===== src/rtl/seg_load_pkg.sv =====
package seg_load_pkg;

    // fault class encoding seen at the ports
    typedef enum logic [1:0] {
        FC_NONE  = 2'd0,
        FC_GP    = 2'd1,
        FC_NOSEG = 2'd2,
        FC_STACK = 2'd3
    } fault_cls_e;

    // high descriptor word bit positions
    localparam int HB_TYPE_RW  = 9;
    localparam int HB_CODE     = 11;
    localparam int HB_NONSYS   = 12;
    localparam int HB_PRESENT  = 15;
    localparam int HB_BIG      = 22;
    localparam int HB_GRAN     = 23;

    localparam int SEL_W      = 16;
    localparam int DESC_WORD  = 32;

    typedef struct packed {
        logic [SEL_W-1:0]     sel;
        logic [DESC_WORD-1:0] base;
        logic [DESC_WORD-1:0] limit;
        logic                 big;
    } seg_entry_t;

endpackage


===== src/rtl/seg_sel_decode.sv =====
module seg_sel_decode
    import seg_load_pkg::*;
#(
    parameter int ADDR_W = 32
) (
    input  logic [SEL_W-1:0]  sel,
    input  logic [ADDR_W-1:0] tbl_base,
    input  logic [ADDR_W-1:0] tbl_limit,
    output logic              is_null,
    output logic              out_of_range,
    output logic [ADDR_W-1:0] lo_addr,
    output logic [ADDR_W-1:0] hi_addr
);
    localparam int EXT_W = (ADDR_W > SEL_W ? ADDR_W : SEL_W) + 1;

    logic [EXT_W-1:0] idx_ext;
    logic [EXT_W-1:0] last_byte;
    logic [EXT_W-1:0] lim_ext;
    logic [ADDR_W-1:0] idx_addr;

    always_comb begin
        is_null      = (sel[SEL_W-1:2] == '0);
        idx_ext      = EXT_W'({sel[SEL_W-1:3], 3'b000});
        last_byte    = idx_ext + EXT_W'(7);
        lim_ext      = EXT_W'(tbl_limit);
        out_of_range = (last_byte > lim_ext);
        idx_addr     = ADDR_W'({sel[SEL_W-1:3], 3'b000});
        lo_addr      = tbl_base + idx_addr;
        hi_addr      = tbl_base + idx_addr + ADDR_W'(4);
    end

endmodule


===== src/rtl/seg_rights_check.sv =====
module seg_rights_check
    import seg_load_pkg::*;
(
    input  logic [DESC_WORD-1:0] hi_word,
    input  logic                 to_stack,
    output fault_cls_e           verdict
);
    logic is_code, rw_bit, nonsys, present;

    always_comb begin
        is_code = hi_word[HB_CODE];
        rw_bit  = hi_word[HB_TYPE_RW];
        nonsys  = hi_word[HB_NONSYS];
        present = hi_word[HB_PRESENT];
        verdict = FC_NONE;
        if (!nonsys || (is_code && !rw_bit)) begin
            verdict = FC_GP;
        end else if (to_stack && (is_code || !rw_bit)) begin
            verdict = FC_GP;
        end else if (!present) begin
            verdict = to_stack ? FC_STACK : FC_NOSEG;
        end
    end

endmodule


===== src/rtl/seg_desc_unpack.sv =====
module seg_desc_unpack
    import seg_load_pkg::*;
(
    input  logic [DESC_WORD-1:0] lo_word,
    input  logic [DESC_WORD-1:0] hi_word,
    output logic [DESC_WORD-1:0] seg_base,
    output logic [DESC_WORD-1:0] seg_limit,
    output logic                 seg_big
);
    localparam int RAW_LIM_W = 20;
    localparam int PAGE_SH   = DESC_WORD - RAW_LIM_W;

    logic [RAW_LIM_W-1:0] raw_lim;

    always_comb begin
        seg_base = {hi_word[31:24], hi_word[7:0], lo_word[31:16]};
        raw_lim  = {hi_word[19:16], lo_word[15:0]};
        if (hi_word[HB_GRAN]) begin
            seg_limit = {raw_lim, {PAGE_SH{1'b1}}};
        end else begin
            seg_limit = DESC_WORD'(raw_lim);
        end
        seg_big = hi_word[HB_BIG];
    end

endmodule


===== src/rtl/seg_load_unit.sv =====
module seg_load_unit
    import seg_load_pkg::*;
#(
    parameter int ADDR_W   = 32,
    parameter int SEG_ID_W = 3,
    parameter int STACK_ID = 2
) (
    input  logic                clk,
    input  logic                rst_n,
    input  logic                start,
    input  logic [15:0]         sel,
    input  logic [SEG_ID_W-1:0] dest_id,
    input  logic [ADDR_W-1:0]   tbl_base,
    input  logic [ADDR_W-1:0]   tbl_limit,
    output logic                busy,
    output logic                mem_req,
    output logic [ADDR_W-1:0]   mem_addr,
    input  logic                mem_rvalid,
    input  logic [31:0]         mem_rdata,
    output logic                done,
    output logic                fault,
    output logic [1:0]          fault_class,
    output logic [15:0]         err_code,
    output logic                cw_en,
    output logic [SEG_ID_W-1:0] cw_idx,
    output logic [15:0]         cw_sel,
    output logic [31:0]         cw_base,
    output logic [31:0]         cw_limit,
    output logic                cw_big
);
    typedef enum logic [2:0] {
        S_IDLE,
        S_DECODE,
        S_FETCH_LO,
        S_FETCH_HI,
        S_CHECK,
        S_REPORT
    } state_e;

    state_e state_q, state_d;

    logic [SEL_W-1:0]     sel_q;
    logic [SEG_ID_W-1:0]  dest_q;
    logic [ADDR_W-1:0]    tbase_q;
    logic [ADDR_W-1:0]    tlim_q;
    logic [DESC_WORD-1:0] lo_q;
    logic [DESC_WORD-1:0] hi_q;
    fault_cls_e           res_cls_q;
    seg_entry_t           res_entry_q;

    logic                 to_stack;
    logic                 sel_null;
    logic                 sel_oor;
    logic [ADDR_W-1:0]    lo_addr;
    logic [ADDR_W-1:0]    hi_addr;
    fault_cls_e           rights_cls;
    logic [DESC_WORD-1:0] un_base;
    logic [DESC_WORD-1:0] un_limit;
    logic                 un_big;

    assign to_stack = (dest_q == SEG_ID_W'(STACK_ID));

    seg_sel_decode #(.ADDR_W(ADDR_W)) u_dec (
        .sel          (sel_q),
        .tbl_base     (tbase_q),
        .tbl_limit    (tlim_q),
        .is_null      (sel_null),
        .out_of_range (sel_oor),
        .lo_addr      (lo_addr),
        .hi_addr      (hi_addr)
    );

    seg_rights_check u_chk (
        .hi_word  (hi_q),
        .to_stack (to_stack),
        .verdict  (rights_cls)
    );

    seg_desc_unpack u_unp (
        .lo_word   (lo_q),
        .hi_word   (hi_q),
        .seg_base  (un_base),
        .seg_limit (un_limit),
        .seg_big   (un_big)
    );

    // state register
    always_ff @(posedge clk or negedge rst_n) begin
        if (!rst_n) state_q <= S_IDLE;
        else        state_q <= state_d;
    end

    // next state
    always_comb begin
        state_d = state_q;
        unique case (state_q)
            S_IDLE:     if (start) state_d = S_DECODE;
            S_DECODE:   state_d = (sel_null || sel_oor) ? S_REPORT : S_FETCH_LO;
            S_FETCH_LO: if (mem_rvalid) state_d = S_FETCH_HI;
            S_FETCH_HI: if (mem_rvalid) state_d = S_CHECK;
            S_CHECK:    state_d = S_REPORT;
            S_REPORT:   state_d = S_IDLE;
            default:    state_d = S_IDLE;
        endcase
    end

    // request capture, descriptor words and outcome
    always_ff @(posedge clk or negedge rst_n) begin
        if (!rst_n) begin
            sel_q       <= '0;
            dest_q      <= '0;
            tbase_q     <= '0;
            tlim_q      <= '0;
            lo_q        <= '0;
            hi_q        <= '0;
            res_cls_q   <= FC_NONE;
            res_entry_q <= '0;
        end else begin
            unique case (state_q)
                S_IDLE: begin
                    if (start) begin
                        sel_q   <= sel;
                        dest_q  <= dest_id;
                        tbase_q <= tbl_base;
                        tlim_q  <= tbl_limit;
                    end
                end
                S_DECODE: begin
                    res_entry_q     <= '0;
                    res_entry_q.sel <= sel_q;
                    if (sel_null) begin
                        res_cls_q <= to_stack ? FC_GP : FC_NONE;
                    end else if (sel_oor) begin
                        res_cls_q <= FC_GP;
                    end else begin
                        res_cls_q <= FC_NONE;
                    end
                end
                S_FETCH_LO: if (mem_rvalid) lo_q <= mem_rdata;
                S_FETCH_HI: if (mem_rvalid) hi_q <= mem_rdata;
                S_CHECK: begin
                    res_cls_q         <= rights_cls;
                    res_entry_q.base  <= un_base;
                    res_entry_q.limit <= un_limit;
                    res_entry_q.big   <= un_big;
                end
                S_REPORT: ;
                default: ;
            endcase
        end
    end

    // outputs
    always_comb begin
        busy        = (state_q != S_IDLE);
        mem_req     = 1'b0;
        mem_addr    = '0;
        done        = 1'b0;
        fault       = 1'b0;
        fault_class = FC_NONE;
        err_code    = '0;
        cw_en       = 1'b0;
        cw_idx      = dest_q;
        cw_sel      = res_entry_q.sel;
        cw_base     = res_entry_q.base;
        cw_limit    = res_entry_q.limit;
        cw_big      = res_entry_q.big;
        unique case (state_q)
            S_FETCH_LO: begin
                mem_req  = 1'b1;
                mem_addr = lo_addr;
            end
            S_FETCH_HI: begin
                mem_req  = 1'b1;
                mem_addr = hi_addr;
            end
            S_REPORT: begin
                done = 1'b1;
                if (res_cls_q != FC_NONE) begin
                    fault       = 1'b1;
                    fault_class = res_cls_q;
                    err_code    = {sel_q[SEL_W-1:2], 2'b00};
                end else begin
                    cw_en = 1'b1;
                end
            end
            S_IDLE, S_DECODE, S_CHECK: ;
            default: ;
        endcase
    end

endmodule


===== config.mk =====
export PLATFORM = sky130hd
export DESIGN_NAME = seg_load_unit
export DESIGN_NICKNAME = d
export VERILOG_FILES = /design/src/rtl/seg_load_pkg.sv /design/src/rtl/seg_sel_decode.sv /design/src/rtl/seg_rights_check.sv /design/src/rtl/seg_desc_unpack.sv /design/src/rtl/seg_load_unit.sv
export SDC_FILE = /design/constraint.sdc
export NUM_CORES = 1
export LEC_CHECK = 0
export ABC_AREA = 0
export BUFFER_PORTS_ARGS = -buffer_cell sky130_fd_sc_hd__buf_2
export CORE_UTILIZATION = 56
export CTS_CLUSTER_SIZE = 8
export DETAILED_ROUTE_END_ITERATION = 8
export GPL_TIMING_DRIVEN = 0
export HOLD_SLACK_MARGIN = 0.1
export PLACE_DENSITY_LB_ADDON = 0.15
export SLEW_MARGIN = 0
export SYNTH_ARGS = -nofsm -noshare
export SYNTH_HDL_FRONTEND = slang
export SYNTH_HIERARCHICAL = 1
export SYNTH_SLANG_ARGS = --single-unit

===== constraint.sdc =====
create_clock -name clk -period 4.96 [get_ports clk]
set_input_delay 0.992 -clock clk [delete_from_list [all_inputs] [get_ports clk]]
set_output_delay 0.992 -clock clk [all_outputs]
set_load 0.03 [all_outputs]

==> results of run 1 <==
==> per-layer routing <==
layer  wire, um  GRT usage  up-vias
li1           -          -     4284
met1      14030     0.3965     4513
met2      14830     0.4535      292
met3       2365    0.06951       54
met4        654    0.07273        0
met5          0          0        -
==> final cells by class <==
| cell class | instances | area [um2] |
|---|---|---|
| multi-input cells | 673 | 6052 |
| fillers | 1532 | 5851 |
| flip-flops and latches | 227 | 5693 |
| repair buffers | 279 | 1554 |
| clock buffers | 37 | 883.3 |
| plain buffers | 96 | 671.9 |
| well taps | 275 | 344.1 |
| inverters | 34 | 127.6 |
| clock inverters | 3 | 33.78 |
| diodes | 4 | 10.01 |
==> power groups by stage <==
stage	registers [mW]	clock network, mW	logic (mW)
final	3.42	2.04	7.70
after global routing	3.53	2.17	8.27
after detailed placement	3.42	0	6.97
after floorplan	3.73	0	4.86
after CTS	3.40	2.08	7.23
after global placement	3.39	0	6.80
==> how the worst max path moves through the flow <==
stage | start | endpoint | slack (ns) | cells after the start
after floorplan | sel_q[3] | mem_addr[23] | 0.41 | 14
after global placement | rst_n | cw_base[0] | -1.06 | 1
after detailed placement | sel_q[3] | mem_addr[29] | 0.06 | 14
after CTS | sel_q[12] | mem_addr[28] | 0.0002 | 14
after global routing | sel_q[11] | mem_addr[28] | -0.24 | 14
final | sel_q[11] | mem_addr[28] | -0.11 | 14
==> timing repair <==
| item | in CTS | in global routing |
|---|---|---|
| gates cloned | 0 | 1 |
| setup endpoints to repair | 20 | 14 |
| pin swaps | 9 | 26 |
| gates resized for setup | 27 | 54 |
| setup buffers | 7 | 13 |
==> sequential cells by signal, summed over array words and instances, names as in the netlist <==
| signal | count |
|---|---|
| res_cls_q | 2 |
| cw_sel | 16 |
| lo_q | 32 |
| hi_q | 26 |
| cw_big | 1 |
| state_q | 3 |
| cw_base | 32 |
| sel_q | 16 |
| tlim_q | 32 |
| cw_limit | 32 |
| tbase_q | 32 |
| cw_idx | 3 |
==> worst max-delay path, cell delays in order, from the launching register on <==
cell	delay (ns)
dfrtp_2	0.46
ha_1	0.31
buf_2	0.17
a21oi_1	0.35
o21ai_1	0.24
a211oi_2	0.35
o31a_1	0.23
o211ai_1	0.22
nand4b_4	0.35
buf_4	0.22
nor4_4	0.13
xor2_1	0.19
mux2i_1	0.10
nor2_1	0.10
buf_4	0.17
==> per-stage QoR <==
step           hold WS [ns]  instances  power, mW  setup WS (ns)  instance area [um2]
6_report             0.3938       1628      13.16        -0.1133                15370
5_1_grt              0.4054       1625      13.97        -0.2372                15360
4_1_cts              0.3907       1611      12.71      0.0001723                15040
3_5_place_dp         0.4698       1564      10.39        0.05822                13930
3_3_place_gp         0.4629       1562      10.19         -1.058                13870
2_1_floorplan        0.4522       1032      8.584         0.4145                12250
==> cell usage in the layout, fill, tap and decap left out, drive strengths merged, types with 4 or more instances in the layout <==
cell type  instances
a2111oi            4
a211oi             8
a21o               6
a21oi             23
a22o              66
and2              30
and3               6
buf              359
clkbuf            52
dfrtp            227
diode              4
ha                27
inv               36
mux2             167
mux2i             33
nand2             28
nand2b             4
nand3             16
nand4             15
nor2              56
nor2b             11
nor3              12
nor3b              5
nor4              15
o211a              4
o211ai             7
o21a               5
o21ai             18
or2               14
or3                6
xnor2             30
xor2              17
==> metrics.txt, run 1 <==
Die H=around 150 um; Setup WS post-layout=-0.1133 ns; combinational power share=0.585; gpl congestion=approximately 0.93; Flop pwr share=0.260; Internal=roughly 7.3 mW; Vias/cell=5.616; num rows=53; worst reg-to-reg path cell count=13; Initial DRC Count=422; aggregate global-route resource usage=0.2872; Vias=~9.1k; first-pass GRT wire length=49570 um; final setup TNS=-0.2067 ns; Peak Freq=approximately 200 MHz; PortBufs=roughly 260; width of the die=149.9 um; Mapped Area=12240 um2; critical path class=register to output port; initial antenna violation count=2; Post-Synthesis Cells=a little over 1k; clk_lat worst skew=around 0.50 ns; CTS sink count=227; Max VDD drop=roughly 0.4 mV; Critical R2R Launch=sel_q[4]; net switching power of the design=just under 6 mW; CTS tree=yes; failing checks=negative setup slack; hold crit path type=primary input to asynchronous set/reset pin; WL per Instance=about 20 um; Ys Warns=6; setup slack, reg-to-reg=~1.9 ns; Crit Reg-Reg Endpoint=state_q[0]; final wirelength=between 30000 and 40000 um; CTS buffer count=34; Area growth syn-to-layout=25.55%; clk_skew=about 0.016 ns; clk slew on worst S/H paths=0.05 ns; crit-path max FO=8; DR pass1 iterations=5; MaxCap Viol Count=0; Cell Pwr Density=between 800 and 900 nW/um2; WP data arrival=between 4 and 5 ns; Post-DP HPWL=22500 um; RSZ-0062 raised after global routing=yes; Root Driver=clkbuf_16; Post-DRT Antenna Nets=0; Tightest Pin Transition=~0.86 ns; layout cells sized above 1=0.4418; IO Count=around 260; Max-slew headroom=0.4278; Final Critical Period=5.073 ns; drt drc=0; syn_area_per_cell=between 10 and 15 um2; critical path required time=just under 4 ns; P_leak=approximately 7.5 nW; number of global-route vias before repair=9204; Starting Density=0.5769; die footprint=approximately 22000 um2; Core Footprint=between 20000 and 25000 um2; clock buffer depth=3; CTS HTree Levels=2; Final period util=1.023; max-slew violations=0; largest net degree at the start of global routing=slightly below 100; crit end category=output port; final setup fails=3; final core utilization=0.7243; crit path launch type=register; final hold viol count=0; global route overflow=0; Clk pwr share=0.155; CTS Hold Buffers Added=0; Net Sw Frac=0.4459; nets@finish=approximately 1.5k; outcome=complete, but fails checks
Power figures use the tool's default switching activity.
==> run 2: changes to the inputs <==
--- a/config.mk
+++ b/config.mk
@@ -13,6 +13,7 @@
 export GPL_TIMING_DRIVEN = 0
 export HOLD_SLACK_MARGIN = 0.1
 export PLACE_DENSITY_LB_ADDON = 0.15
+export REMOVE_ABC_BUFFERS = 1
 export SLEW_MARGIN = 0
 export SYNTH_ARGS = -nofsm -noshare
 export SYNTH_HDL_FRONTEND = slang
==> metrics.txt, run 2 (same netlist as run 1, synthesis figures left out) <==
Post-DRT Antenna Nets=0 (unchanged); met1 WL=11880 um (-15%); max-slew violations=0 (unchanged); Reg area=5692 um2 (about the same); CTS HTree Levels=2 (unchanged); P_leak=7.124 nW (-4.8%); die footprint=22460 um2 (unchanged); critical path depth in cells=16 (+2); final std cells w/o fill=1548 (-4.9%); MaxCap Viol Count=0 (unchanged); width of the die=149.9 um (unchanged); Vias/cell=5.634 (+0.31%); most frequent cells in the layout=247 x buf_2, 218 x dfrtp_1, 90 x mux2_2; layout cells sized above 1=0.4169 (-0.02495); outcome=finished, final reports clean; most common cell after layout, fill and taps aside=buf_2; cell family contributing the most delay on the critical path=compound AO/OA/AOI/OAI gates; num rows=53 (unchanged); final hold viol count=0 (unchanged); Pwr Total=12.69 mW (-3.5%); clk_lat worst skew=0.50 ns (about the same); crit path launch type=register; Post-Place Cells=1475 (-5.7%); final wirelength=28510 um (-11%); nets@finish=1412 (-5.4%); net switching power of the design=5.569 mW (-5.1%); met2 routed WL=14010 um (-5.5%); Net Sw Frac=0.4387 (-0.007192); Max-slew headroom=0.2773 (-0.1505); most used cell, CP=buf_4; crit-path max FO=6 (-2); Buf/Inv on CP=4 (+1); Die H=149.9 um (unchanged); Max VDD drop=0.3893 mV (-0.30%); global route overflow=0 (unchanged); critical path class=register to output port; drt drc=0 (unchanged); Starting Density=0.5769 (unchanged); Internal=7.125 mW (-2.3%); met3 routed WL=1849 um (-22%); Cell Pwr Density=847.7 nW/um2 (-1.0%); Initial DRC Count=443 (+5.0%); final setup fails=0 (-3); IO Count=258 (unchanged); crit-path cells=ha_4 -> inv_2 -> fa_2 -> nand2b_4 -> a211oi_4 -> buf_6 -> o21ai_4 -> a2111o_1 -> a32oi_2 -> nand4b_4 -> buf_4 -> nor4_2 -> xor2_1 -> mux2i_1 -> nor2_1 -> buf_4; area of the multi-input gates=6102 um2 (+0.83%); number of global-route vias before repair=8762 (-4.8%); Worst path slowest cell=a2111o_1; gpl congestion=0.7989 (-14%); DR pass1 iterations=5 (unchanged); Root Driver=clkbuf_16; Final Critical Period=4.841 ns (-0.2324 ns); initial antenna violation count=5 (+3); Clk pwr share=0.158 (+0.003); Post-DP HPWL=19300 um (-14%); Layout fillers=1536 (+0.26%); aggregate global-route resource usage=0.2544 (-0.03276); Final period util=0.9760 (-0.04685); CTS sink count=227 (unchanged); top layer in use=met5; max incr delay on CP=0.42 ns (-0.04 ns); WL per Instance=18.42 um (-5.9%); CTS tree=yes; Peak Freq=206.6 MHz (+4.8%); first-pass GRT wire length=44930 um (-9.4%); CTS buffer count=34 (unchanged); Core Footprint=21220 um2 (unchanged); largest net degree at the start of global routing=124 (+27%); final core utilization=0.7057 (-0.01863); clock buffer depth=3 (unchanged); hold path depth=1; critical path required time=3.97 ns (about the same); WP data arrival=3.85 ns (-0.23 ns); worst reg-to-reg path cell count=13 (unchanged); clk_skew=0.01482 ns (-0.0009813 ns); PortBufs=255 (unchanged); RSZ-0062 raised after global routing=yes; crit end category=output port; Area growth syn-to-layout=22.32%; Tightest Pin Transition=1.083 ns (+0.2264 ns); Flop pwr share=0.278 (+0.018); hold crit path type=register to register; worst hold margin=0.4754 ns (+0.08163 ns); CTS Hold Buffers Added=0 (unchanged); clk slew on worst S/H paths=0.05 ns (about the same); Vias=8721 (-4.6%); combinational power share=0.565 (-0.020)
[run 2: changes by cell type in the layout (fill, tap and decap cells not counted), moves of 4 or more]
| cell | previous run | this run |
|---|---|---|
| ha_4 | 2 | 8 |
| buf_4 | 73 | 33 |
| ha_1 | 23 | 15 |
| clkbuf_1 | 12 | 3 |
| buf_16 | 2 | 6 |
| buf_6 | 15 | 3 |
| buf_2 | 267 | 247 |
[run 2: final cells by class]
class                      count  share of cell area
sequential                   227              0.3801
clock buffer                  37             0.05757
inverter                      34            0.008523
tap                          275             0.02298
clock inverter                 3            0.002924
multi-input combinational    673              0.4075
timing repair buffer         295              0.1197
antenna                        4           0.0006684
[run 2: worst reg2reg max path: cells and delay by family (launching register included)]
family | cells | cell delay [ns]
compound gates | 10 | 1.95
flops | 1 | 0.44
fa+ha+maj | 1 | 0.31
buf+inv | 1 | 0.15
simple gates | 1 | 0.14
[run 2: final timing paths]
path | to | from | slack [ns]
worst min-delay path | cw_base[21] | hi_q[5] | 0.48
worst max-delay path | mem_addr[29] | tbase_q[3] | 0.12
worst max register to register | state_q[0] | sel_q[4] | 1.85
max in group asynchronous | sel_q[14] | rst_n | 3.34
min in group asynchronous | hi_q[31] | rst_n | 0.54
worst min register to register | cw_base[21] | hi_q[5] | 0.48
[run 2: per-layer routing]
layer,vias up,GRT usage
li1,4116,-
met1,4293,0.3211
met2,251,0.4234
met3,59,0.06494
met4,2,0.08889
met5,-,0
[run 2: stage by stage]
stage | instance area (um2) | worst slack [ns] | TNS (ns)
6_report | 14970 | 0.1191 | 0
2_1_floorplan | 11570 | -0.5773 | -38.10
5_1_grt | 14970 | -0.08782 | -0.2235
3_5_place_dp | 13490 | -0.1521 | -0.1705
4_1_cts | 14620 | 0.008117 | 0
3_3_place_gp | 13190 | -5.032 | -629.71
[run 2: repair_timing]
action,4_1_cts,5_1_grt
setup buffers,8,21
resized for setup,34,42
endpoints found under the setup margin,19,11
pin swaps,12,28
[run 2: power groups by stage]
stage / Clock, mW / Sequential (mW) / Combinational, mW
2_1_floorplan: 0 / 3.82 / 4.37
6_report: 2.00 / 3.53 / 7.17
4_1_cts: 2.06 / 3.49 / 6.68
3_5_place_dp: 0 / 3.48 / 6.42
3_3_place_gp: 0 / 3.50 / 6.15
5_1_grt: 2.13 / 3.65 / 7.74
